==> src/rtl/csc_pkg.sv <==
// Shared types and the zero-block codeword lookup for the coefficient scanner.
// Assumes a 2-bit context class selecting one of four codewords of up to 6 bits.
package csc_pkg;

    localparam int ZB_CODE_W = 6;
    localparam int ZB_LEN_W  = 3;

    typedef enum logic [1:0] {
        ST_IDLE = 2'd0,
        ST_ZERO = 2'd1,
        ST_SCAN = 2'd2
    } scan_state_e;

    // Codeword bits for an empty block, right-aligned, zero above its length.
    function automatic logic [ZB_CODE_W-1:0] zb_code_f(input logic [1:0] ctx);
        case (ctx)
            2'd0:    return 6'b000001;
            2'd1:    return 6'b000011;
            2'd2:    return 6'b001111;
            default: return 6'b000011;
        endcase
    endfunction

    // Codeword length for an empty block.
    function automatic logic [ZB_LEN_W-1:0] zb_len_f(input logic [1:0] ctx);
        case (ctx)
            2'd0:    return 3'd1;
            2'd1:    return 3'd2;
            2'd2:    return 3'd4;
            default: return 3'd6;
        endcase
    endfunction

endpackage

==> src/rtl/csc_load_stats.sv <==
// Load-time statistics of one block: significance mask, nonzero count and
// trailing unit-magnitude count (scan from the top index down, saturating at 3).
// Purely combinational; assumes coefficient i sits at bits [i*COEF_W +: COEF_W].
module csc_load_stats #(
    parameter int COEF_W = 16,
    parameter int NCOEF  = 16,
    parameter int CNT_W  = 5
) (
    input  logic [NCOEF*COEF_W-1:0] blk,
    output logic [NCOEF-1:0]        mask,
    output logic [CNT_W-1:0]        total,
    output logic [1:0]              t1
);

    logic [NCOEF-1:0] is_unit;

    // Per-position significance and unit-magnitude flags.
    for (genvar g = 0; g < NCOEF; g++) begin : g_flag
        assign mask[g]    = |blk[g*COEF_W +: COEF_W];
        assign is_unit[g] = (blk[g*COEF_W +: COEF_W] == COEF_W'(1)) ||
                            (blk[g*COEF_W +: COEF_W] == {COEF_W{1'b1}});
    end

    // Population count of the mask.
    always_comb begin
        total = '0;
        for (int i = 0; i < NCOEF; i++) begin
            total = total + CNT_W'(mask[i]);
        end
    end

    // Trailing-ones run in descending index order.
    always_comb begin
        logic stop;
        stop = 1'b0;
        t1   = 2'd0;
        for (int i = NCOEF - 1; i >= 0; i--) begin
            if (mask[i] && !stop) begin
                if (is_unit[i] && (t1 != 2'd3)) begin
                    t1 = t1 + 2'd1;
                end else begin
                    stop = 1'b1;
                end
            end
        end
    end

endmodule

==> src/rtl/csc_prio_enc.sv <==
// Highest-set-bit priority encoder over the remaining significance mask.
// Assumes the caller qualifies the result; an empty request yields index 0.
module csc_prio_enc #(
    parameter int N     = 16,
    parameter int IDX_W = 4
) (
    input  logic [N-1:0]     req,
    output logic [IDX_W-1:0] idx
);

    // Later (higher) set bits override earlier ones.
    always_comb begin
        idx = '0;
        for (int i = 0; i < N; i++) begin
            if (req[i]) begin
                idx = IDX_W'(i);
            end
        end
    end

endmodule

==> src/rtl/csc_bit_packer.sv <==
// MSB-first bit packer: appends variable-length codes and emits a PACK_W word
// the cycle after the push that completes it. Assumes code bits above len are
// zero and len <= CODE_W.
module csc_bit_packer #(
    parameter int PACK_W = 16,
    parameter int CODE_W = 6,
    parameter int LEN_W  = 3
) (
    input  logic              clk,
    input  logic              rst_n,
    input  logic              push,
    input  logic [CODE_W-1:0] code,
    input  logic [LEN_W-1:0]  len,
    output logic              word_valid,
    output logic [PACK_W-1:0] word
);

    localparam int ACC_W = PACK_W + CODE_W;
    localparam int CNT_W = $clog2(ACC_W + 1);

    logic [ACC_W-1:0] acc_q, acc_d;
    logic [CNT_W-1:0] cnt_q, cnt_d;
    logic             full;

    // Append the incoming code below the bits already held.
    always_comb begin
        acc_d = push ? ((acc_q << len) | ACC_W'(code)) : acc_q;
        cnt_d = push ? (cnt_q + CNT_W'(len)) : cnt_q;
        full  = cnt_d >= CNT_W'(PACK_W);
    end

    // Hold the accumulator and release the oldest PACK_W bits when full.
    always_ff @(posedge clk) begin
        if (!rst_n) begin
            acc_q      <= '0;
            cnt_q      <= '0;
            word_valid <= 1'b0;
            word       <= '0;
        end else begin
            acc_q      <= acc_d;
            cnt_q      <= full ? (cnt_d - CNT_W'(PACK_W)) : cnt_d;
            word_valid <= full;
            if (full) begin
                word <= PACK_W'(acc_d >> (cnt_d - CNT_W'(PACK_W)));
            end
        end
    end

endmodule

==> src/rtl/coef_skip_scanner.sv <==
// Zero-skipping 4x4 coefficient scanner. Loads a whole block in one cycle;
// empty blocks leave through a one-cycle codeword bypass into the bit packer,
// other blocks emit only their nonzero coefficients, highest index first,
// one per cycle. Assumes in_coefs is in zig-zag order and no output stall.
module coef_skip_scanner #(
    parameter int COEF_W = 16,
    parameter int NCOEF  = 16,
    parameter int PACK_W = 16,
    parameter int IDX_W  = $clog2(NCOEF),
    parameter int CNT_W  = $clog2(NCOEF + 1)
) (
    input  logic                    clk,
    input  logic                    rst_n,
    input  logic                    in_valid,
    output logic                    in_ready,
    input  logic [NCOEF*COEF_W-1:0] in_coefs,
    input  logic [1:0]              in_ctx,
    output logic                    out_valid,
    output logic [COEF_W-1:0]       out_coef,
    output logic [IDX_W-1:0]        out_idx,
    output logic [IDX_W-1:0]        out_run,
    output logic                    out_last,
    output logic [CNT_W-1:0]        out_total,
    output logic [1:0]              out_t1,
    output logic                    zb_valid,
    output logic [5:0]              zb_code,
    output logic [2:0]              zb_len,
    output logic                    pk_valid,
    output logic [PACK_W-1:0]       pk_word
);

    import csc_pkg::*;

    scan_state_e                    state_q;
    logic [NCOEF-1:0][COEF_W-1:0]   blk_q;
    logic [NCOEF-1:0]               mask_q, mask_rem;
    logic [IDX_W:0]                 prev_q;
    logic [CNT_W-1:0]               total_q;
    logic [1:0]                     t1_q;
    logic [1:0]                     ctx_q;

    logic [NCOEF-1:0]               ld_mask;
    logic [CNT_W-1:0]               ld_total;
    logic [1:0]                     ld_t1;
    logic [IDX_W-1:0]               cur_idx;

    // Load-time statistics on the incoming block.
    csc_load_stats #(
        .COEF_W (COEF_W),
        .NCOEF  (NCOEF),
        .CNT_W  (CNT_W)
    ) u_stats (
        .blk   (in_coefs),
        .mask  (ld_mask),
        .total (ld_total),
        .t1    (ld_t1)
    );

    // Next nonzero position from the remaining mask.
    csc_prio_enc #(
        .N     (NCOEF),
        .IDX_W (IDX_W)
    ) u_prio (
        .req (mask_q),
        .idx (cur_idx)
    );

    // Mask after the current position is consumed.
    always_comb begin
        mask_rem = mask_q & ~(NCOEF'(1) << cur_idx);
    end

    // Control and block state: load, bypass, scan.
    always_ff @(posedge clk) begin
        if (!rst_n) begin
            state_q <= ST_IDLE;
            blk_q   <= '0;
            mask_q  <= '0;
            prev_q  <= (IDX_W+1)'(NCOEF);
            total_q <= '0;
            t1_q    <= '0;
            ctx_q   <= '0;
        end else begin
            case (state_q)
                ST_IDLE: begin
                    if (in_valid) begin
                        blk_q   <= in_coefs;
                        mask_q  <= ld_mask;
                        prev_q  <= (IDX_W+1)'(NCOEF);
                        total_q <= ld_total;
                        t1_q    <= ld_t1;
                        ctx_q   <= in_ctx;
                        state_q <= (|ld_mask) ? ST_SCAN : ST_ZERO;
                    end
                end
                ST_ZERO: begin
                    state_q <= ST_IDLE;
                end
                ST_SCAN: begin
                    mask_q <= mask_rem;
                    prev_q <= {1'b0, cur_idx};
                    if (mask_rem == '0) begin
                        state_q <= ST_IDLE;
                    end
                end
                default: state_q <= ST_IDLE;
            endcase
        end
    end

    // Output view of the current scan step and the bypass codeword.
    always_comb begin
        in_ready  = (state_q == ST_IDLE);
        out_valid = (state_q == ST_SCAN);
        out_idx   = cur_idx;
        out_coef  = blk_q[cur_idx];
        out_run   = IDX_W'(prev_q - {1'b0, cur_idx} - (IDX_W+1)'(1));
        out_last  = (state_q == ST_SCAN) && (mask_rem == '0);
        out_total = total_q;
        out_t1    = t1_q;
        zb_valid  = (state_q == ST_ZERO);
        zb_code   = zb_code_f(ctx_q);
        zb_len    = zb_len_f(ctx_q);
    end

    // Packer for the bypass codewords.
    csc_bit_packer #(
        .PACK_W (PACK_W),
        .CODE_W (ZB_CODE_W),
        .LEN_W  (ZB_LEN_W)
    ) u_pack (
        .clk        (clk),
        .rst_n      (rst_n),
        .push       (zb_valid),
        .code       (zb_code),
        .len        (zb_len),
        .word_valid (pk_valid),
        .word       (pk_word)
    );

endmodule

==> config.mk <==
export PLATFORM = sky130hd
export DESIGN_NAME = coef_skip_scanner
export DESIGN_NICKNAME = d
export VERILOG_FILES = /design/src/rtl/csc_pkg.sv /design/src/rtl/csc_load_stats.sv /design/src/rtl/csc_prio_enc.sv /design/src/rtl/csc_bit_packer.sv /design/src/rtl/coef_skip_scanner.sv
export SDC_FILE = /design/constraint.sdc
export NUM_CORES = 1
export LEC_CHECK = 0
export BUFFER_PORTS_ARGS = -buffer_cell sky130_fd_sc_hd__buf_2
export CAP_MARGIN = 20
export CORE_MARGIN = 5
export CORE_UTILIZATION = 46
export DETAILED_ROUTE_END_ITERATION = 7
export PLACE_DENSITY = 0.67
export SLEW_MARGIN = 20
export SYNTH_ARGS = -nofsm -noshare
export SYNTH_HDL_FRONTEND = slang
export SYNTH_SLANG_ARGS = --single-unit
==> constraint.sdc <==
create_clock -name clk -period 26.6 [get_ports clk]
set_input_delay 5.32 -clock clk [delete_from_list [all_inputs] [get_ports clk]]
set_output_delay 5.32 -clock clk [all_outputs]
set_load 0.01 [all_outputs]
==> flow_summary.ini, run 1 <==
[setup_path]
crit_top_cell = sky130_fd_sc_hd__ha_1
timing.critical_path.required_ns = 27.03
category_of_the_most_critical_setup_path = input pin to flop
cpPeakStageDelay_ns = 0.60
setup.worst_path.start_class = input pin
crit_fanout = 5
crit_path_top_delay_cell = sky130_fd_sc_hd__nor4_1
worst_ep_arrival_time_ns = 25.64
cp-end-kind = flop

[route]
avgViaCountPerCell = 5.985
detailedRoute.firstPassIterationCount = 6
totalWireLength_um = 71360
drt_drc_violations_left = 0
dr_total_vias = 19727
detailedRoute.firstIterationViolations = 2157
antenna_violation_net_count_after_detailed_routing = 0
detail_route.wl_per_cell_um = 21.65

[timing]
final_setup_violating_endpoints = 0
max_freq_mhz = 39.67
rsz0062_at_grt = no
hold-worst-slack_ns = 0.4570
worst-slew-pin-transition_ns = 1.108
slew_headroom_pct = 26.16
timing.clock.skew_ns = 0.01490
fin_crit_ns = 25.21
totalNegativeSetupSlack_ns = 0
final_hold_viol_count = 0
post-route-period-util_pct = 94.77
drv_slew = 0

[clock_tree]
ctsHtreeMaxLevel = 2
cts_buffer_depth = 3
cts_setup_buffers = 0
path_clk_slew_ns = 0.05
root_buffer = sky130_fd_sc_hd__clkbuf_16
cts.sinks = 331
cts_buffers = 39
clk-insertion-delay-late_ns = 0.56
cts_hold_buf = 0
tritoncts = built

[die]
die_area_um2 = 46200
core_footprint_um2 = 41760
chipHeight_um = 214.9
die_span_in_x_um = 214.9
placementRows = 75
io-pin-count = 322
initial_core_util_pct = 46.27

[status]
outcome = finished clean

[grt]
antenna_violations_before_repair = 8
via_count_of_the_first_global_routing_pass = 18783
grt.busiest_layer = met2
overflow = 0
grt_first_pass_wirelength_um = 109400
grt_use_met3_pct = 4.827
grtUsageTotal_pct = 29.56
global_route.usage.met1_pct = 41.20
grt_start_max_net_pins = 121
grt_util_met2_pct = 45.80

[yosys]
yosys_register_bits = 331
yosysWarningCount = 0
syn_area_um2 = 19320
synth_edf_count = 0
postSynth.topFlopCell = sky130_fd_sc_hd__dfxtp_1
yosysSeqAreaShare_pct = 34.30
synthArstFlopShare_pct = 0
cell_variety_after_synth = 77
synthesis.instances = 2527
syn_avg_cell_area_um2 = 7.645

[power]
static-leakage-power_uw = 0.008752
p_total_uw = 1387
pwr_density_cell_nw_per_um2 = 61.76
vdd.ir_drop.worst_mv = 0.03750

[run]
max-cap-violations = 0

[final_layout]
final_layout_size_suffix_gt1_share_pct = 18.13
finish.instance_area_um2 = 22460
nNetsFinal = 3022
finalNonFillerCells = 3296
layout.filler_cells = 3968
layout-area-overhead-vs-synth_pct = 16.27

[placed_design]
port-buffer-count = 318
gp_routability_congestion = 0.9877
number_of_cells_after_detailed_placement = 3220
hpwl_um = 52970
dpl_cell_area_um2 = 21120

[worst_hold_path]
hold_path.class = flop to flop
-- repair_timing --
action,in CTS,in global routing
endpoints found under the setup margin,0,1
endpoints found under the hold margin,0,0
resized for setup,0,2
-- placed cells by master, fill, tap and decap left out, types with 25 or more instances in the layout --
master,synthesis,layout
sky130_fd_sc_hd__mux2i_1,41,39
sky130_fd_sc_hd__ha_1,27,27
sky130_fd_sc_hd__buf_2,1,317
sky130_fd_sc_hd__nor2_1,79,78
sky130_fd_sc_hd__nand3_1,71,71
sky130_fd_sc_hd__clkbuf_16,0,39
sky130_fd_sc_hd__nand2_1,696,695
sky130_fd_sc_hd__a31oi_1,78,78
sky130_fd_sc_hd__dfxtp_1,331,331
sky130_fd_sc_hd__a211oi_1,26,25
sky130_fd_sc_hd__nand4_1,68,68
sky130_fd_sc_hd__mux2_2,43,43
sky130_fd_sc_hd__nor4_1,61,61
sky130_fd_sc_hd__inv_1,39,38
sky130_fd_sc_hd__a21oi_1,50,48
sky130_fd_sc_hd__o21ai_0,116,116
sky130_fd_sc_hd__nor2b_1,38,38
sky130_fd_sc_hd__a21boi_0,290,290
-- per-stage QoR --
step / utilization [%] / setup WS, ns
after floorplan: - / 4.226
after global placement: 50.56 / 1.795
after detailed placement: 50.56 / 0.8213
after CTS: 53.69 / 1.222
after global routing: 53.78 / 0.1004
final: 53.79 / 1.392
-- cell families (layout without fill, tap and decap cells) --
family                     Yosys count  in the layout  synth area share [%]
and+or+nand+nor                   1130           1130                 26.39
AOI/OAI and AO/OA                  665            665                 23.63
DFF                                331            331                 34.30
buffers and inverters              232            455                 4.592
muxes                              102            102                 6.729
adders and majority gates           39             39                 2.992
xor gates and xnor gates            26             26                 1.334
other                                2              9               0.03887
-- worst max-delay path: cells and delay by family --
family                   cells  cell delay (ns)
AND/OR/NAND/NOR             34             7.43
AO/OA/AOI/OAI               25             6.11
XOR/XNOR                     9             1.88
multiplexers                 4             1.39
adder cells (fa/ha/maj)     14             3.12
buffers and inverters        4             0.38
-- path summary, 6_finish.rpt --
path | end | start | slack [ns] | cells after the start
worst min register to register | out_total[1] | out_total[1] | 0.46 | 2
worst min-delay path | out_total[1] | out_total[1] | 0.46 | 2
worst max-delay path | out_t1[0] | in_coefs[240] | 1.39 | 90
worst max register to register | mask_q[10] | mask_q[1] | 22.85 | 12
-- synth_stat cells (5+ instances only) --
| library cell | instances | area share [%] |
|---|---|---|
| sky130_fd_sc_hd__a211oi_1 | 26 | 1.0 |
| sky130_fd_sc_hd__a31oi_1 | 78 | 2.5 |
| sky130_fd_sc_hd__xor2_1 | 7 | 0.32 |
| sky130_fd_sc_hd__xnor2_1 | 17 | 0.77 |
| sky130_fd_sc_hd__o211ai_1 | 15 | 0.58 |
| sky130_fd_sc_hd__nand3_1 | 71 | 1.8 |
| sky130_fd_sc_hd__a2bb2oi_1 | 5 | 0.23 |
| sky130_fd_sc_hd__nor3_1 | 21 | 0.54 |
| sky130_fd_sc_hd__a21boi_0 | 290 | 11 |
| sky130_fd_sc_hd__o21bai_1 | 5 | 0.19 |
| sky130_fd_sc_hd__mux4_2 | 18 | 2.1 |
| sky130_fd_sc_hd__ha_1 | 27 | 1.7 |
| sky130_fd_sc_hd__dfxtp_1 | 331 | 34 |
| sky130_fd_sc_hd__and2_1 | 18 | 0.58 |
| sky130_fd_sc_hd__a221oi_1 | 10 | 0.45 |
| sky130_fd_sc_hd__clkbuf_1 | 163 | 3.2 |
| sky130_fd_sc_hd__o22ai_1 | 5 | 0.16 |
| sky130_fd_sc_hd__mux2_2 | 43 | 2.5 |
| sky130_fd_sc_hd__o211a_1 | 10 | 0.52 |
| sky130_fd_sc_hd__and3_1 | 8 | 0.26 |
| sky130_fd_sc_hd__a21oi_1 | 50 | 1.3 |
| sky130_fd_sc_hd__or4_1 | 14 | 0.54 |
| sky130_fd_sc_hd__or2_2 | 9 | 0.29 |
| sky130_fd_sc_hd__nand2b_1 | 20 | 0.65 |
| sky130_fd_sc_hd__nor2_1 | 79 | 1.5 |
| sky130_fd_sc_hd__buf_1 | 20 | 0.39 |
| sky130_fd_sc_hd__a21o_1 | 8 | 0.31 |
| sky130_fd_sc_hd__nand2_1 | 696 | 14 |
| sky130_fd_sc_hd__nor2b_1 | 38 | 1.2 |
| sky130_fd_sc_hd__fa_1 | 12 | 1.2 |
| sky130_fd_sc_hd__nor4_1 | 61 | 2.0 |
| sky130_fd_sc_hd__inv_1 | 39 | 0.76 |
| sky130_fd_sc_hd__nand4_1 | 68 | 2.2 |
| sky130_fd_sc_hd__a22oi_1 | 10 | 0.39 |
| sky130_fd_sc_hd__mux2i_1 | 41 | 2.1 |
| sky130_fd_sc_hd__o21ai_0 | 116 | 3.0 |
| sky130_fd_sc_hd__a311oi_1 | 7 | 0.32 |
-- power breakdown --
group	switching, uW	total [uW]	internal, uW
logic	205	296	90.9
clock network	223	549	326
registers	17.5	542	525
total	446	1390	942
-- area by class of cell --
type	count	area [um2]	area share, %
Tap cell	539	674.4	3.002
Timing Repair Buffer	340	1767	7.865
Multi-Input combinational cell	1966	11910	53.04
Sequential cell	331	6626	29.50
Clock inverter	16	178.9	0.7965
Clock buffer	55	1126	5.013
Inverter	44	165.2	0.7352
Antenna cell	5	12.51	0.05570
-- flip-flops by register name, summed over array words and instances, names as in the netlist --
signal             cells
blk_q                256
u_pack.acc_q          22
mask_q                16
u_pack.word           16
out_total              5
u_pack.cnt_q           5
prev_q                 4
ctx_q                  2
out_t1                 2
state_q                2
u_pack.word_valid      1
-- layer usage --
metal	up-vias	part of all wire (%)
li1	9306	-
met1	9405	43
met2	860	44
met3	152	8.0
met4	4	4.3
met5	-	0.041
Power figures use the tool's default switching activity.
==> inputs of run 2 (changes only) <==
- CORE_UTILIZATION: 46 -> 50
- PLACE_DENSITY: 0.67 -> 0.72
==> flow_summary.ini, run 2 (synthesis gave the netlist of run 1 again) <==
[status]
outcome = finished clean

[final_layout]
finish.instance_area_um2 = 22320
final_layout_size_suffix_gt1_share_pct = 17.98
mostFrequentLayoutCells = sky130_fd_sc_hd__nand2_1, sky130_fd_sc_hd__dfxtp_1, sky130_fd_sc_hd__buf_2
largest-register = blk_q
largest_register_ff_count = 256
layout.cells.most_common = sky130_fd_sc_hd__nand2_1
finish.utilization_pct = 58.03
nNetsFinal = 3025
finalNonFillerCells = 3269
layout-area-overhead-vs-synth_pct = 15.54
biggestRegsByFlops = blk_q (256), u_pack.acc_q (22)

[power]
static-leakage-power_uw = 0.008697
vdd.ir_drop.worst_mv = 0.04382
pwr_density_cell_nw_per_um2 = 59.76

[run]
max-cap-violations = 0

[grt]
overflow = 0
grt_first_pass_wirelength_um = 106600
grt_start_max_net_pins = 176
via_count_of_the_first_global_routing_pass = 18756
grtUsageTotal_pct = 31.72
antenna_violations_before_repair = 5

[die]
initial_core_util_pct = 50.22
die_span_in_x_um = 206.6
core_footprint_um2 = 38470
chipHeight_um = 206.6
die_area_um2 = 42670
placementRows = 72
io-pin-count = 322

[placed_design]
dpl_cell_area_um2 = 21110
port-buffer-count = 318
hpwl_um = 51850
number_of_cells_after_detailed_placement = 3202
gp_routability_congestion = 0.9586

[setup_path]
category_of_the_most_critical_setup_path = input pin to flop
crit_path_top_delay_cell = sky130_fd_sc_hd__nor4_1
worst_ep_arrival_time_ns = 25.41
setup.worst_path.start_class = input pin
crit_top_cell = sky130_fd_sc_hd__ha_1
cp-end-kind = flop
cpPeakStageDelay_ns = 0.72
timing.critical_path.required_ns = 27.03
crit_fanout = 5

[clock_tree]
cts_repair_resize_count = 0
cts_setup_buffers = 0
path_clk_slew_ns = 0.06
root_buffer = sky130_fd_sc_hd__clkbuf_16
tritoncts = built
cts_hold_buf = 0
cts_buffers = 37
clk-insertion-delay-late_ns = 0.54
cts.sinks = 331
cts_buffer_depth = 3
ctsHtreeMaxLevel = 2

[timing]
max_freq_mhz = 40.02
slew_headroom_pct = 25.20
rsz0062_at_grt = no
final_hold_viol_count = 0
drv_slew = 0
post-route-period-util_pct = 93.93
fin_crit_ns = 24.99
final_setup_violating_endpoints = 0
totalNegativeSetupSlack_ns = 0
worst-slew-pin-transition_ns = 1.122
timing.clock.skew_ns = 0.02158

[route]
avgViaCountPerCell = 6.108
detailedRoute.firstPassIterationCount = 7
detailedRoute.firstIterationViolations = 2341
drt_drc_violations_left = 0
antenna_violation_net_count_after_detailed_routing = 0
dr_total_vias = 19966
detail_route.wl_per_cell_um = 21.62
totalWireLength_um = 70670

[worst_hold_path]
hold_path.class = flop to flop
## run 2: cell count changes in the layout (fill, tap and decap cells not counted), moves of 2 or more
cell	change
sky130_fd_sc_hd__buf_4	+4
sky130_fd_sc_hd__clkbuf_8	-5
sky130_fd_sc_hd__diode_2	-2
sky130_fd_sc_hd__bufinv_16	-3
## run 2: path summary, 6_finish.rpt
kind | end | slack (ns) | cells past startpoint | start
min | blk_q[152] | 0.46 | 2 | blk_q[152]
max | out_t1[0] | 1.61 | 89 | in_coefs[234]
max reg2reg | u_pack.word[4] | 23.01 | 13 | ctx_q[0]
min reg2reg | blk_q[152] | 0.46 | 2 | blk_q[152]
## run 2: per-stage QoR
step / hold slack, ns / worst slack (ns) / total power [uW]
after floorplan: 0.4390 / 4.226 / 709.9
final: 0.4619 / 1.615 / 1334
after global placement: 0.4491 / 2.041 / 835.1
after detailed placement: 0.4557 / 1.225 / 838.8
after CTS: 0.4643 / 1.621 / 1329
after global routing: 0.4766 / 0.1701 / 1379
## run 2: where the power goes
group | switching (uW) | leakage (uW) | internal (uW)
sequential | 17.0 | 0.00272 | 525
combinational | 205 | 0.00542 | 92.1
clock | 216 | 0.000558 | 280
## run 2: layout make-up
cell class,count,area (um2)
Antenna cell,3,7.507
Fill cell,3677,16140
Timing Repair Buffer,345,1828
Multi-Input combinational cell,1966,11900
Clock inverter,13,91.34
Clock buffer,49,1054
Tap cell,518,648.1
Inverter,44,165.2
Sequential cell,331,6626
## run 2: per-layer routing
layer  wire (um)  track usage (%)  vias up
met2       31010            48.68     1005
met5          29                0        -
met4        3626            14.26        4
met3        6386            5.140      190
met1       29620            44.11     9453
li1            -                -     9314
## run 2: critical path: cells and delay by family
kind | cells | cell delay, ns
and+or+nand+nor | 36 | 7.88
AOI/OAI and AO/OA | 23 | 5.56
adders and majority gates | 14 | 3.10
xor gates and xnor gates | 9 | 1.93
muxes | 4 | 1.36
buffers and inverters | 3 | 0.27
==> inputs of run 3 (changes only) <==
- PLACE_DENSITY: 0.72 -> 0.75
- clock period: 26.6 -> 21.4 ns (I/O delays scaled with it)
==> flow_summary.ini, run 3 (synthesis gave the netlist of run 1 again) <==
[power]
vdd.ir_drop.worst_mv = 0.04940
static-leakage-power_uw = 0.009017
pwr_density_cell_nw_per_um2 = 75.87
switching_power_uw = 554.0
power.combinational.fraction_pct = 20.9
internal_power_uw = 1195
p_seq_share_pct = 38.5
clock_power_share_pct = 40.6
netSwitchingFraction_pct = 31.67
p_total_uw = 1749

[placed_design]
gp_routability_congestion = 1.004
number_of_cells_after_detailed_placement = 3226
port-buffer-count = 318
pre_cts_slack_ns = -1.132
hpwl_um = 51770

[timing]
timing.clock.skew_ns = 0.02006
totalNegativeSetupSlack_ns = 0
post-route-period-util_pct = 95.99
fin_crit_ns = 20.54
final_setup_violating_endpoints = 0
final_hold_viol_count = 0
setup_slack_ns = 0.8582
worst-slew-pin-transition_ns = 1.132
slew_headroom_pct = 24.53
max_freq_mhz = 48.68
drv_slew = 0

[clock_tree]
cts_buffer_depth = 3
ctsHtreeMaxLevel = 2
cts_buffers = 40
root_buffer = sky130_fd_sc_hd__clkbuf_16
path_clk_slew_ns = 0.06
cts.sinks = 331
tritoncts = built
clk-insertion-delay-late_ns = 0.56
cts_hold_buf = 0

[die]
io-pin-count = 322
die_area_um2 = 42670
placementRows = 72
initial_core_util_pct = 50.22
core_footprint_um2 = 38470
chipHeight_um = 206.6
die_span_in_x_um = 206.6

[grt]
grtUsageTotal_pct = 31.55
overflow = 0
grt_first_pass_wirelength_um = 106000
grt_start_max_net_pins = 120
antenna_violations_before_repair = 12
via_count_of_the_first_global_routing_pass = 18923

[final_layout]
layout-area-overhead-vs-synth_pct = 19.34
final_layout_size_suffix_gt1_share_pct = 20.78
layout.cells.most_common = sky130_fd_sc_hd__nand2_1
mostFrequentLayoutCells = sky130_fd_sc_hd__nand2_1, sky130_fd_sc_hd__dfxtp_1, sky130_fd_sc_hd__buf_2
largest-register = blk_q
largest_register_ff_count = 256
finalNonFillerCells = 3313
nNetsFinal = 3058
biggestRegsByFlops = blk_q (256), u_pack.acc_q (22)

[route]
dr_total_vias = 20120
drt_drc_violations_left = 0
antenna_violation_net_count_after_detailed_routing = 0
avgViaCountPerCell = 6.073
detailedRoute.firstIterationViolations = 2363
totalWireLength_um = 70720
detailedRoute.firstPassIterationCount = 6
detail_route.wl_per_cell_um = 21.35

[setup_path]
category_of_the_most_critical_setup_path = input pin to flop
cpPeakStageDelay_ns = 0.50
cp-end-kind = flop
crit_fanout = 4
worst_ep_arrival_time_ns = 20.98
timing.critical_path.required_ns = 21.84
crit_top_cell = sky130_fd_sc_hd__ha_1
setup.worst_path.start_class = input pin
crit_path_top_delay_cell = sky130_fd_sc_hd__or4b_1

[run]
max-cap-violations = 0

[worst_hold_path]
hold_path.class = flop to flop

[status]
outcome = finished clean
[run 3: per-layer routing]
metal  global-route usage, %  share of wire, %
met1                   43.42                42
met2                   48.47                44
met3                   5.515               9.2
met4                   14.62               5.0
met5                       0             0.038
[run 3: what timing repair did]
action | CTS | global route
setup endpoints to repair | 2 | 2
setup buffers | 0 | 8
endpoints found under the hold margin | 0 | 0
gates resized for setup | 10 | 48
pin swaps | 0 | 18
[run 3: layout make-up]
cell class / count / area, um2
Fill cell: 3548 / 15410
Multi-Input combinational cell: 1966 / 12200
Sequential cell: 331 / 6626
Timing Repair Buffer: 375 / 2026
Clock buffer: 51 / 1154
Tap cell: 518 / 648.1
Clock inverter: 19 / 215.2
Inverter: 44 / 165.2
Antenna cell: 9 / 22.52
[run 3: path summary, 6_finish.rpt]
| path | startpoint | to | slack (ns) | cells after the start |
|---|---|---|---|---|
| worst min-delay path | blk_q[148] | blk_q[148] | 0.46 | 2 |
| worst max register to register | mask_q[1] | mask_q[6] | 17.55 | 13 |
| worst min register to register | blk_q[148] | blk_q[148] | 0.46 | 2 |
| worst max-delay path | in_coefs[232] | out_t1[0] | 0.86 | 91 |
[run 3: power groups by stage]
stage                     combinational [uW]  clock, uW  sequential (uW)
final                                    365        710              674
after global routing                     387        742              678
after CTS                                354        717              674
after detailed placement                 352          0              687
after global placement                   349          0              685
after floorplan                          203          0              680
[run 3: through the flow]
stage | util [%] | hold slack [ns] | cell area [um2]
floorplan | - | 0.4390 | 19330
global placement | 55.35 | 0.4494 | 21290
detailed placement | 55.35 | 0.4562 | 21290
CTS | 59.05 | 0.4642 | 22710
global route | 59.92 | 0.4771 | 23050
finish | 59.94 | 0.4628 | 23060
[run 3: critical path, delay by kind of cell]
| family | cells | cell delay, ns |
|---|---|---|
| simple gates | 37 | 6.36 |
| compound gates | 24 | 3.95 |
| fa+ha+maj | 14 | 2.96 |
| mux | 6 | 2.03 |
| xor+xnor | 5 | 0.94 |
| buf+inv | 5 | 0.42 |
